$ cat src/rtl/thr_pkg.sv
package thr_pkg;

  // Window length in cycles; also the accumulator modulus.
  localparam int FULL_SCALE = 100;
  localparam int PCT_BITS   = 7;
  localparam int ACC_BITS   = 8;

  typedef enum logic [1:0] {
    GLVL_NONE = 2'd0,
    GLVL_LOW  = 2'd1,
    GLVL_MED  = 2'd2,
    GLVL_HIGH = 2'd3
  } gpu_lvl_e;

  // Coded GPU level to skip percentage.
  function automatic logic [PCT_BITS-1:0] gpu_lvl_to_pct(input logic [1:0] lvl);
    case (gpu_lvl_e'(lvl))
      GLVL_LOW:  return PCT_BITS'(50);
      GLVL_MED:  return PCT_BITS'(75);
      GLVL_HIGH: return PCT_BITS'(85);
      default:   return '0;
    endcase
  endfunction

endpackage

$ cat src/rtl/thr_window_timer.sv
module thr_window_timer
  import thr_pkg::*;
#(
  parameter int WIN_LEN = FULL_SCALE
) (
  input  logic clk,
  input  logic rst_n,
  output logic win_first,
  output logic win_last
);
  localparam int PH_W = $clog2(WIN_LEN);

  logic [PH_W-1:0] phase_q;

  always_ff @(posedge clk or negedge rst_n) begin
    if (!rst_n) begin
      phase_q <= '0;
    end else if (phase_q == PH_W'(WIN_LEN - 1)) begin
      phase_q <= '0;
    end else begin
      phase_q <= phase_q + 1'b1;
    end
  end

  assign win_first = (phase_q == '0);
  assign win_last  = (phase_q == PH_W'(WIN_LEN - 1));

endmodule

$ cat src/rtl/thr_arbiter.sv
module thr_arbiter
  import thr_pkg::*;
#(
  parameter int NUM_CFG = 4,
  parameter int PRIO_W  = 8,
  parameter int PCT_W   = 7,
  localparam int IDX_W  = (NUM_CFG > 1) ? $clog2(NUM_CFG) : 1
) (
  input  logic                      clk,
  input  logic                      rst_n,
  input  logic [NUM_CFG-1:0]        cfg_active,
  input  logic [NUM_CFG*PRIO_W-1:0] cfg_prio,
  input  logic [NUM_CFG*PCT_W-1:0]  cfg_cpu_pct,
  input  logic [NUM_CFG*2-1:0]      cfg_gpu_lvl,
  output logic                      sel_valid,
  output logic [IDX_W-1:0]          sel_idx,
  output logic [PCT_BITS-1:0]       sel_cpu_pct,
  output logic [1:0]                sel_gpu_lvl
);

  logic [PRIO_W-1:0]   prio_a [NUM_CFG];
  logic [PCT_BITS-1:0] cpu_a  [NUM_CFG];
  logic [1:0]          gpu_a  [NUM_CFG];

  // Unpack per-configuration fields; the CPU share is clamped to full scale.
  for (genvar g = 0; g < NUM_CFG; g++) begin : g_unpack
    logic [PCT_W-1:0] raw;
    assign raw       = cfg_cpu_pct[g*PCT_W +: PCT_W];
    assign prio_a[g] = cfg_prio[g*PRIO_W +: PRIO_W];
    assign gpu_a[g]  = cfg_gpu_lvl[g*2 +: 2];
    assign cpu_a[g]  = (raw > PCT_W'(FULL_SCALE)) ? PCT_BITS'(FULL_SCALE)
                                                  : raw[PCT_BITS-1:0];
  end

  logic              win_found;
  logic [PRIO_W-1:0] win_prio;
  logic [IDX_W-1:0]  win_idx;

  // Strict greater-than keeps the lowest index on equal priority.
  always_comb begin
    win_found = 1'b0;
    win_prio  = '0;
    win_idx   = '0;
    for (int i = 0; i < NUM_CFG; i++) begin
      if (cfg_active[i] && (!win_found || prio_a[i] > win_prio)) begin
        win_found = 1'b1;
        win_prio  = prio_a[i];
        win_idx   = IDX_W'(i);
      end
    end
  end

  always_ff @(posedge clk or negedge rst_n) begin
    if (!rst_n) begin
      sel_valid   <= 1'b0;
      sel_idx     <= '0;
      sel_cpu_pct <= '0;
      sel_gpu_lvl <= '0;
    end else begin
      sel_valid   <= win_found;
      sel_idx     <= win_idx;
      sel_cpu_pct <= win_found ? cpu_a[win_idx] : '0;
      sel_gpu_lvl <= win_found ? gpu_a[win_idx] : '0;
    end
  end

endmodule

$ cat src/rtl/thr_skip_engine.sv
module thr_skip_engine
  import thr_pkg::*;
(
  input  logic                clk,
  input  logic                rst_n,
  input  logic                win_last,
  input  logic [PCT_BITS-1:0] pct_in,
  output logic                clk_en,
  output logic [PCT_BITS-1:0] pct_lat
);

  logic [ACC_BITS-1:0] acc_q;
  logic [ACC_BITS-1:0] sum;
  logic                skip;

  assign sum    = acc_q + ACC_BITS'(pct_lat);
  assign skip   = (sum >= ACC_BITS'(FULL_SCALE));
  assign clk_en = ~skip;

  // Setting and accumulator restart together at each window boundary.
  always_ff @(posedge clk or negedge rst_n) begin
    if (!rst_n) begin
      acc_q   <= '0;
      pct_lat <= '0;
    end else if (win_last) begin
      acc_q   <= '0;
      pct_lat <= pct_in;
    end else if (skip) begin
      acc_q   <= sum - ACC_BITS'(FULL_SCALE);
    end else begin
      acc_q   <= sum;
    end
  end

endmodule

$ cat src/rtl/thr_pulse_skipper.sv
module thr_pulse_skipper
  import thr_pkg::*;
#(
  parameter int NUM_CFG = 4,
  parameter int PRIO_W  = 8,
  parameter int PCT_W   = 7
) (
  input  logic                      clk,
  input  logic                      rst_n,
  input  logic [NUM_CFG-1:0]        cfg_active,
  input  logic [NUM_CFG*PRIO_W-1:0] cfg_prio,
  input  logic [NUM_CFG*PCT_W-1:0]  cfg_cpu_pct,
  input  logic [NUM_CFG*2-1:0]      cfg_gpu_lvl,
  output logic                      cpu_clk_en,
  output logic                      gpu_clk_en,
  output logic                      win_start
);
  localparam int IDX_W = (NUM_CFG > 1) ? $clog2(NUM_CFG) : 1;

  logic                win_last;
  logic                sel_valid;
  logic [IDX_W-1:0]    sel_idx;
  logic [PCT_BITS-1:0] sel_cpu_pct;
  logic [1:0]          sel_gpu_lvl;
  logic [PCT_BITS-1:0] sel_gpu_pct;
  logic [PCT_BITS-1:0] cpu_lat_pct;
  logic [PCT_BITS-1:0] gpu_lat_pct;

  thr_window_timer #(.WIN_LEN(FULL_SCALE)) u_timer (
    .clk       (clk),
    .rst_n     (rst_n),
    .win_first (win_start),
    .win_last  (win_last)
  );

  thr_arbiter #(.NUM_CFG(NUM_CFG), .PRIO_W(PRIO_W), .PCT_W(PCT_W)) u_arb (
    .clk         (clk),
    .rst_n       (rst_n),
    .cfg_active  (cfg_active),
    .cfg_prio    (cfg_prio),
    .cfg_cpu_pct (cfg_cpu_pct),
    .cfg_gpu_lvl (cfg_gpu_lvl),
    .sel_valid   (sel_valid),
    .sel_idx     (sel_idx),
    .sel_cpu_pct (sel_cpu_pct),
    .sel_gpu_lvl (sel_gpu_lvl)
  );

  assign sel_gpu_pct = gpu_lvl_to_pct(sel_gpu_lvl);

  thr_skip_engine u_cpu_eng (
    .clk      (clk),
    .rst_n    (rst_n),
    .win_last (win_last),
    .pct_in   (sel_cpu_pct),
    .clk_en   (cpu_clk_en),
    .pct_lat  (cpu_lat_pct)
  );

  thr_skip_engine u_gpu_eng (
    .clk      (clk),
    .rst_n    (rst_n),
    .win_last (win_last),
    .pct_in   (sel_gpu_pct),
    .clk_en   (gpu_clk_en),
    .pct_lat  (gpu_lat_pct)
  );

endmodule

$ cat config.mk
export PLATFORM = sky130hd
export DESIGN_NAME = thr_pulse_skipper
export DESIGN_NICKNAME = d
export VERILOG_FILES = /design/src/rtl/thr_pkg.sv /design/src/rtl/thr_window_timer.sv /design/src/rtl/thr_arbiter.sv /design/src/rtl/thr_skip_engine.sv /design/src/rtl/thr_pulse_skipper.sv
export SDC_FILE = /design/constraint.sdc
export NUM_CORES = 1
export LEC_CHECK = 0
export BUFFER_PORTS_ARGS = -buffer_cell sky130_fd_sc_hd__buf_2
export CAP_MARGIN = 30
export CORE_ASPECT_RATIO = 1.75
export CORE_MARGIN = 2
export CORE_UTILIZATION = 50
export DETAILED_ROUTE_END_ITERATION = 16
export PLACE_DENSITY_LB_ADDON = 0.05
export SKIP_LAST_GASP = 1
export SLEW_MARGIN = 25
export SYNTH_ARGS = -nofsm -noshare
export SYNTH_HDL_FRONTEND = slang
export SYNTH_SLANG_ARGS = --single-unit
$ cat constraint.sdc
create_clock -name clk -period 6.8 [get_ports clk]
set_input_delay 0.68 -clock clk [delete_from_list [all_inputs] [get_ports clk]]
set_output_delay 0.68 -clock clk [all_outputs]
set_load 0.05 [all_outputs]
* After elaboration in Yosys (flattened, before gate mapping)
Cells that the tools add are included.
** Storage, ports and cells
- Logic and storage cells :: 67
- Bits in registers :: 46
- Output and inout bits :: 3
** Operators by class
- $add $sub $neg :: 5
- Mux-type cells :: 28
- Bitwise operators :: 3
- Equal/unequal tests :: 4
- Reduce and logical (&&, ||, !) cells :: 10
- $lt $le $gt $ge :: 10
** Operators by type and width (number)
- 7-bit two-way mux :: 8
- 8-bit two-way mux :: 7
- 7-bit greater-than comparator, second input constant :: 4
- 8-bit greater-than comparator :: 3
- 7-bit case mux with 3 select lines :: 1
- 8-bit by 7-bit adder with 8-bit output :: 2
- 8-bit by 7-bit >= comparator with 1-bit output, second input constant :: 2
- 8-bit by 7-bit subtractor with 8-bit output, second input constant :: 2
- 7-bit binary-select mux with 2-bit select :: 1
- 2-bit two-way mux :: 5
- 7-bit by 1-bit adder with 7-bit output, second input constant :: 1
- 7-bit equality test, second input constant :: 1
- 7-bit logical NOT :: 1
- 1-bit two-way mux :: 5
- 2-bit binary-select mux with 2-bit select :: 1
- 2-bit equality test, second input constant :: 2
- 3-bit >= comparator, second input constant :: 1
- 1-bit logical AND :: 3
- 1-bit logical NOT :: 3
- 1-bit logical OR :: 3
- 2-bit inverter with 3-bit output :: 1
- 2-bit by 1-bit equality test with 1-bit output, second input constant :: 1
- 1-bit inverter :: 2

* Logic depth before layout (Yosys ltp)
Gate-level depths: netlist of the first run.
- Depth in word-level cells :: 18
- Gate-level depth with buffers :: 27
- Mapped depth without buffers :: 22

* By module
From an unflattened synthesis of the first run, not the netlist that was laid out.
** Second synthesis, totals
- Cell total of the unflattened synthesis :: 456
- Area total of the unflattened synthesis :: 4277.9 um^2
** By module, submodules not included
- thr_skip_engine :: instances 2, cells an instance 104, area an instance 1083.5 um^2
- thr_arbiter :: instances 1, cells an instance 208, area an instance 1679.1 um^2
- thr_window_timer :: instances 1, cells an instance 32, area an instance 357.8 um^2
- thr_pulse_skipper :: instances 1, cells an instance 8, area an instance 73.8 um^2

* Least setup slack after synthesis of the first run
Ideal clock, no wire load.
- Path type :: input -> register
- From :: input cfg_active[0]
- To :: register u_arb.sel_cpu_pct[0]
- Stages on the path :: 25
- Data required time :: 6.706 ns
- Buffers on the path :: 4
- Path slack :: 0.675 ns
- Arrival :: 6.031 ns
- Library setup time :: 0.094 ns
- Cells stage by stage :: clkbuf_1 clkbuf_1 nand2_1 ha_1 nor2b_1 o211ai_1 a21oi_1 o211ai_1 clkbuf_1 a31oi_1 ha_1 a211o_1 a211oi_1 a21o_1 a31oi_1 clkbuf_1 mux2_2 ha_1 nor2b_1 o211ai_1 a21oi_1 o311a_1 o21bai_1 or3b_1 a211oi_1
** On the way
- Longest elaborated chain between the ends :: 18
- Elaborated cells on any way between the ends :: 27
** Ends and longest elaborated chain
- start, declared :: line thr_pulse_skipper.sv:10 : input logic [NUM_CFG-1:0] cfg_active,
- 8-bit two-way mux / 1-bit two-way mux (equally long branches) :: line thr_arbiter.sv:45 : if (cfg_active[i] && (!win_found || prio_a[i] > win_prio)) begin
- 8-bit greater-than comparator / 1-bit logical NOT (equally long branches) :: line thr_arbiter.sv:45
- 1-bit logical OR :: line thr_arbiter.sv:45
- 1-bit logical AND :: line thr_arbiter.sv:45
- 8-bit two-way mux / 1-bit two-way mux (equally long branches) :: line thr_arbiter.sv:45
- 8-bit greater-than comparator / 1-bit logical NOT (equally long branches) :: line thr_arbiter.sv:45
- 1-bit logical OR :: line thr_arbiter.sv:45
- 1-bit logical AND :: line thr_arbiter.sv:45
- 8-bit two-way mux / 1-bit two-way mux (equally long branches) :: line thr_arbiter.sv:45
- 8-bit greater-than comparator / 1-bit logical NOT (equally long branches) :: line thr_arbiter.sv:45
- 1-bit logical OR :: line thr_arbiter.sv:45
- 1-bit logical AND :: line thr_arbiter.sv:45
- 2-bit two-way mux :: line thr_arbiter.sv:45
- 2-bit inverter with 3-bit output (not written as such) :: line thr_arbiter.sv:62 : sel_cpu_pct <= win_found ? cpu_a[win_idx] : '0;
- 7-bit binary-select mux with 2-bit select :: line thr_arbiter.sv:62
- 7-bit two-way mux (not written as such) (2 in a row) :: line thr_arbiter.sv:62
- 7-bit two-way mux (*) :: line thr_arbiter.sv:62
- end signal, assigned :: line thr_arbiter.sv:62
- end, declared :: line thr_arbiter.sv:17 : output logic [PCT_BITS-1:0] sel_cpu_pct,
Mark *: on every way between the ends. The rest lies on a longest branch, timed or not. The select of a mux whose other input is x is not followed.
A chain may end at the register's enable or synchronous reset.

* Worst setup path after layout of the first run
Same ends and word-level chain as after synthesis.

==> results of run 1 <==
==> registers in the layout (all words and copies together) (netlist names) <==
signal	count
u_timer.phase_q	7
u_arb.sel_gpu_lvl	2
u_gpu_eng.acc_q	8
u_cpu_eng.acc_q	8
u_gpu_eng.pct_lat	6
u_arb.sel_cpu_pct	7
u_cpu_eng.pct_lat	7
==> cells in the final DEF, fill, tap and decap left out, types with 3 or more instances in the layout <==
| master | Yosys | layout |
|---|---|---|
| a211oi_2 | 3 | 3 |
| and3_1 | 4 | 4 |
| or2_2 | 3 | 3 |
| a21oi_1 | 20 | 20 |
| clkbuf_16 | 0 | 5 |
| xor2_1 | 4 | 4 |
| a21boi_0 | 3 | 3 |
| nand3_1 | 8 | 8 |
| buf_4 | 0 | 3 |
| mux2i_1 | 5 | 5 |
| ha_1 | 48 | 48 |
| nor2_1 | 43 | 43 |
| nand2_1 | 41 | 41 |
| dfrtp_1 | 45 | 45 |
| o211ai_1 | 11 | 11 |
| nand2b_1 | 8 | 8 |
| nor2b_1 | 12 | 12 |
| or3b_1 | 3 | 3 |
| inv_1 | 29 | 29 |
| nor3_1 | 6 | 6 |
| a21o_1 | 9 | 9 |
| buf_2 | 1 | 76 |
| a211oi_1 | 8 | 8 |
| nand4_1 | 7 | 7 |
| and2_1 | 3 | 3 |
| xnor2_1 | 11 | 11 |
| or3_1 | 5 | 5 |
| a31oi_1 | 14 | 13 |
| mux2_2 | 27 | 27 |
| o21ai_0 | 12 | 12 |
==> cell type report <==
type	instances	area (sq um)	share of cell area
Timing Repair Buffer	81	427.9	0.09455
Clock inverter	2	15.01	0.003318
Multi-Input combinational cell	347	2609	0.5764
Tap cell	88	110.1	0.02433
Clock buffer	6	128.9	0.02848
Inverter	29	108.9	0.02405
Sequential cell	45	1126	0.2488
==> cells in the mapped netlist (all sizes together), types with 8 or more instances <==
library cell and n:
inv 29, xnor2 11, nor2 43, ha 48
a21oi 20, nand3 8, a31oi 14, mux2 27
nand2 41, clkbuf 11, a211oi 11, a21o 9
nand2b 8, dfrtp 45, o211ai 11, o21ai 13
nor2b 12
==> cells by family (layout without fill, tap and decap cells) <==
| kind of cell | Yosys count | count (layout) | synth area share |
|---|---|---|---|
| mux | 32 | 32 | 0.09085 |
| buf+inv | 43 | 118 | 0.04558 |
| xor+xnor | 15 | 15 | 0.03371 |
| flops | 45 | 45 | 0.2889 |
| fa+ha+maj | 50 | 50 | 0.1644 |
| simple gates | 154 | 154 | 0.1981 |
| compound gates | 96 | 96 | 0.1785 |
==> worst max-delay path: cells and delay by family <==
| kind | cells | cell delay, ns |
|---|---|---|
| adder cells (fa/ha/maj) | 3 | 0.88 |
| AO/OA/AOI/OAI | 13 | 3.40 |
| AND/OR/NAND/NOR | 5 | 0.83 |
| multiplexers | 1 | 0.36 |
| buffers and inverters | 1 | 0.29 |
==> where the power goes <==
part	total (mW)	internal (mW)	switching, mW
registers	0.286	0.281	0.00476
logic	0.171	0.0773	0.0940
clock network	0.237	0.136	0.101
total	0.695	0.495	0.200
==> worst max path at each step <==
| stage | endpoint | start | slack [ns] | cells after the start |
|---|---|---|---|---|
| finish | u_arb.sel_cpu_pct[0] | cfg_active[0] | 0.52 | 23 |
| global route | u_arb.sel_cpu_pct[3] | cfg_active[0] | 0.009 | 22 |
| CTS | u_arb.sel_cpu_pct[0] | cfg_active[0] | 0.38 | 24 |
| detailed placement | u_arb.sel_cpu_pct[0] | cfg_active[0] | 0.07 | 24 |
| global placement | u_arb.sel_cpu_pct[1] | cfg_active[0] | 0.29 | 24 |
| floorplan | u_arb.sel_cpu_pct[0] | cfg_active[0] | 0.67 | 25 |
==> metal layers <==
| metal | up-vias | track usage | wire [microns] |
|---|---|---|---|
| met3 | 18 | 0.03167 | 301 |
| li1 | 1709 | - | - |
| met1 | 1617 | 0.2354 | 3366 |
| met5 | - | 0 | 0 |
| met4 | 0 | 0.09670 | 310 |
| met2 | 83 | 0.4299 | 5128 |
==> per-stage QoR <==
step / utilization / std cells / setup slack (ns) / instance area, sq um
after floorplan: - / 435 / 0.6747 / 3897
after global placement: 0.5746 / 588 / 0.2894 / 4348
after detailed placement: 0.5772 / 589 / 0.06619 / 4368
after CTS: 0.5962 / 597 / 0.3786 / 4512
after global routing: 0.5980 / 598 / 0.008825 / 4526
final: 0.5980 / 598 / 0.5175 / 4526
==> results.toml, run 1 <==
[status]
outcome = "complete, no violations"

[clocking]
cts_inserted_buffers = 5
cts_setup_buffers = 0
hold_buffers = 0
max-clock-path-buffers = 2
tritoncts = "built"
cts.clk_slew.worst_paths_ns = 0.06
cts.sinks = 45
cts-resized-gates = 0
htree_levels = 2
clock_latency_ns = 0.29
cts_root_buf = "clkbuf_16"

[worst_setup_path]
r2r_start = "u_gpu_eng.pct_lat[0]"
crit_chain = "buf_2 > nand2_1 > ha_1 > nor2b_1 > o211ai_1 > a21oi_1 > o211ai_1 > nor2_1 > a31oi_1 > ha_1 > a211o_1 > a211oi_1 > a21o_1 > a31oi_4 > mux2_2 > ha_1 > nor2b_1 > o211ai_1 > a21oi_1 > o311a_1 > o21bai_1 > or3b_1 > a211oi_1"
crit_path_end_kind = "flop"
ff2ff_setup_slack_ns = 3.77
crit_type = "input port to flop"
critical_path_arrival_ns = 6.46
start_kind = "input port"
crit_path_top_delay_cell = "o211ai_1"
crit_fanout = 20
cp.required_ns = 6.98
r2r_cells = 9
cpPeakStageDelay_ns = 0.53
reg2reg_to = "u_gpu_eng.acc_q[4]"

[timing]
setup_violations = 0
rsz0062_at_grt = "false"
worst_hold_slack_ns = 0.3098
period_needed_ns = 6.282
finalCritPeriodShare = 0.9239
finalHoldViolCount = 0
maxSlewHeadroom = 0.5873
slew_violations = 0
tns_ns = 0
worst_pin_slew_ns = 0.6163
finClkSkew_ns = 0.006288
fmax_ghz = 0.1592

[finish]
fillCellCount = 706
drive_gt1_frac = 0.2490
insertedDiodeCount = 0
syn2layout_area_growth_pct = 16.12
finalNetCount = 633

[synthesis]
netlist-cell-type-count = 49
synth_edf_count = 0
synth-seq-area-share = 0.2889
ys.warnings.count = 0
synth_area_leaders = "dfrtp_1, ha_1, mux2_2"
async_flop_share = 1.000
ys_ff_latch = 45
syn_area_sq_um = 3897
synthesis.nets = 559
synthFlopType = "dfrtp_1"
synth_top_area_cell = "dfrtp_1"
synth.avg_cell_area_sq_um = 8.960
yosysTopAreaCellShare = 0.2889
synthCells = 435

[power]
p_leak_nw = 2.322
power_per_cell_area_nw_per_um2 = 153.5
ir_drop_mv = 0.09654
total_power_mw = 0.6947

[placement]
gp_congestion = 0.8817
io_buffer_count = 76
dp_hpwl_mm = 7.675

[die]
start_util = 0.5150
die_w_microns = 70.74
die_y_microns = 120.8
die_area_sq_um = 8545
fp-row-count = 42
core_sq_um = 7567
ios = 77

[routing]
via_per_inst = 5.731
route.detailed.drc = 0
antenna_left = 0
drtIter0Drc = 141
first_pass_iters = 4
wl_per_cell_microns = 15.23
wl_mm = 9.106
dr_total_vias = 3427

[grt]
overflow = 0
antenna_found_initial = 0
first_global_vias = 3509
grt_pass1_wl_mm = 15.41
grt_usage = 0.2242
grt_start_max_net_pins = 34

[hold_path]
hold_path_class = "input port to asynchronous set/reset pin"

[job]
cap_violations = 0
(Power assumes the default switching activity.)
==> run 2, diff against run 1 <==
--- a/config.mk
+++ b/config.mk
@@ -11,6 +11,7 @@
 export CORE_MARGIN = 2
 export CORE_UTILIZATION = 50
 export DETAILED_ROUTE_END_ITERATION = 16
+export MAX_ROUTING_LAYER = met4
 export PLACE_DENSITY_LB_ADDON = 0.05
 export SKIP_LAST_GASP = 1
 export SLEW_MARGIN = 25
==> constraint.sdc (replaced) <==
create_clock -name clk -period 7.3 [get_ports clk]
set_input_delay 0.73 -clock clk [delete_from_list [all_inputs] [get_ports clk]]
set_output_delay 0.73 -clock clk [all_outputs]
set_load 0.05 [all_outputs]
==> results.toml, run 2 (synthesis gave the netlist of run 1 again) <==
[power]
ir_drop_mv = 0.09484
power_per_cell_area_nw_per_um2 = 149.9
p_leak_nw = 2.335

[grt]
antenna_found_initial = 0
overflow = 0
grt_usage = 0.2342
grt_start_max_net_pins = 30
first_global_vias = 3476
grt_pass1_wl_mm = 15.59

[worst_setup_path]
cp.required_ns = 7.49
crit_fanout = 23
ff2ff_setup_slack_ns = 4.32
start_kind = "input port"
crit_path_end_kind = "flop"
cpPeakStageDelay_ns = 0.53
crit_path_top_delay_cell = "o311a_1"
crit_chain = "buf_2 > nand2_1 > ha_1 > a211oi_1 > o21ai_0 > o211ai_1 > buf_4 > nor2_1 > a31oi_1 > ha_1 > nor2b_1 > o21a_1 > o21ai_0 > a31oi_2 > buf_4 > mux2_2 > ha_1 > nor2b_1 > o211ai_1 > a21oi_1 > o311a_1 > o21bai_1 > or3b_1 > a211oi_1"
critPathTopFamily = "compound AO/OA/AOI/OAI gates"
r2r_cells = 9
r2r_start = "u_gpu_eng.pct_lat[0]"
critPathBufInv = 3
crit_type = "input port to flop"
critical_path_arrival_ns = 6.54
reg2reg_to = "u_gpu_eng.acc_q[4]"
path_common_cell = "ha_1"

[clocking]
cts_root_buf = "clkbuf_16"
cts_setup_buffers = 0
max-clock-path-buffers = 2
hold_buffers = 0
cts.sinks = 45
cts_inserted_buffers = 5
htree_levels = 2
cts.clk_slew.worst_paths_ns = 0.06
tritoncts = "built"
clock_latency_ns = 0.29
cts-resized-gates = 0

[placement]
dp_hpwl_mm = 7.713
dpl-instance-area_sq_um = 4368
gp_congestion = 0.8564
io_buffer_count = 76

[routing]
antenna_left = 0
via_per_inst = 5.754
route.detailed.drc = 0
wl_mm = 9.288
dr_total_vias = 3435
drtIter0Drc = 195
first_pass_iters = 5
wl_per_cell_microns = 15.56

[finish]
syn2layout_area_growth_pct = 16.53
drive_gt1_frac = 0.2495
reg_top3 = "u_cpu_eng.acc_q x8, u_gpu_eng.acc_q x8"
finalNetCount = 632
mostFrequentLayoutCell = "buf_2"
fin_util = 0.6002
layout_common_cells = "buf_2, ha_1, dfrtp_1, nor2_1, nand2_1"
fillCellCount = 701
insertedDiodeCount = 0
final_cell_area_sq_um = 4542

[die]
core_sq_um = 7567
start_util = 0.5150
die_w_microns = 70.74
die_y_microns = 120.8
die_area_sq_um = 8545
ios = 77
fp-row-count = 42

[timing]
worst_hold_slack_ns = 0.3923
maxSlewHeadroom = 0.5912
finalHoldViolCount = 0
rsz0062_at_grt = "false"
period_needed_ns = 6.352
tns_ns = 0
slew_violations = 0
setup_violations = 0
finalCritPeriodShare = 0.8702
worst_pin_slew_ns = 0.6082
fmax_ghz = 0.1574
finClkSkew_ns = 0.005111

[job]
cap_violations = 0

[status]
outcome = "complete, no violations"

[hold_path]
hold_path_class = "input port to asynchronous set/reset pin"
-- run 2: final cells by class --
cell class / count / area (sq um) / area share
Clock buffer: 6 / 128.9 / 0.02837
Clock inverter: 2 / 38.79 / 0.008540
Inverter: 29 / 108.9 / 0.02397
Multi-Input combinational cell: 347 / 2606 / 0.5738
Sequential cell: 45 / 1126 / 0.2479
Tap cell: 88 / 110.1 / 0.02424
Timing Repair Buffer: 80 / 422.9 / 0.09311
-- run 2: layer usage --
layer	wire length, microns	vias to the layer above	track usage
met5	0	-	-
met4	271	0	0.1050
met3	273	18	0.02417
met2	5287	99	0.4387
met1	3455	1612	0.2403
li1	-	1706	-
-- run 2: how the worst max path moves through the flow --
stage | from | end | slack, ns | cells after the start
4_1_cts | cfg_active[0] | u_arb.sel_cpu_pct[0] | 0.98 | 24
6_report | cfg_active[0] | u_arb.sel_cpu_pct[1] | 0.95 | 24
2_1_floorplan | cfg_active[0] | u_arb.sel_cpu_pct[0] | 1.12 | 25
3_5_place_dp | cfg_active[0] | u_arb.sel_cpu_pct[0] | 0.68 | 24
5_1_grt | cfg_active[0] | u_arb.sel_cpu_pct[1] | 0.48 | 24
3_3_place_gp | cfg_active[0] | u_arb.sel_cpu_pct[0] | 0.51 | 24
-- run 2: stage by stage --
stage          worst slack, ns  instances  total power [mW]
2_1_floorplan            1.125        435            0.3687
3_3_place_gp            0.5121        587            0.4229
3_5_place_dp            0.6790        589            0.4285
4_1_cts                 0.9824        597            0.6882
5_1_grt                 0.4825        597            0.7186
6_report                0.9475        597            0.6806
-- run 2: where the power goes --
| group | leakage, nW | internal, mW | total, mW | switching (mW) |
|---|---|---|---|---|
| logic | 1.66 | 0.0715 | 0.158 | 0.0861 |
| registers | 0.597 | 0.262 | 0.266 | 0.00432 |
| clock network | 0.0810 | 0.162 | 0.257 | 0.0946 |
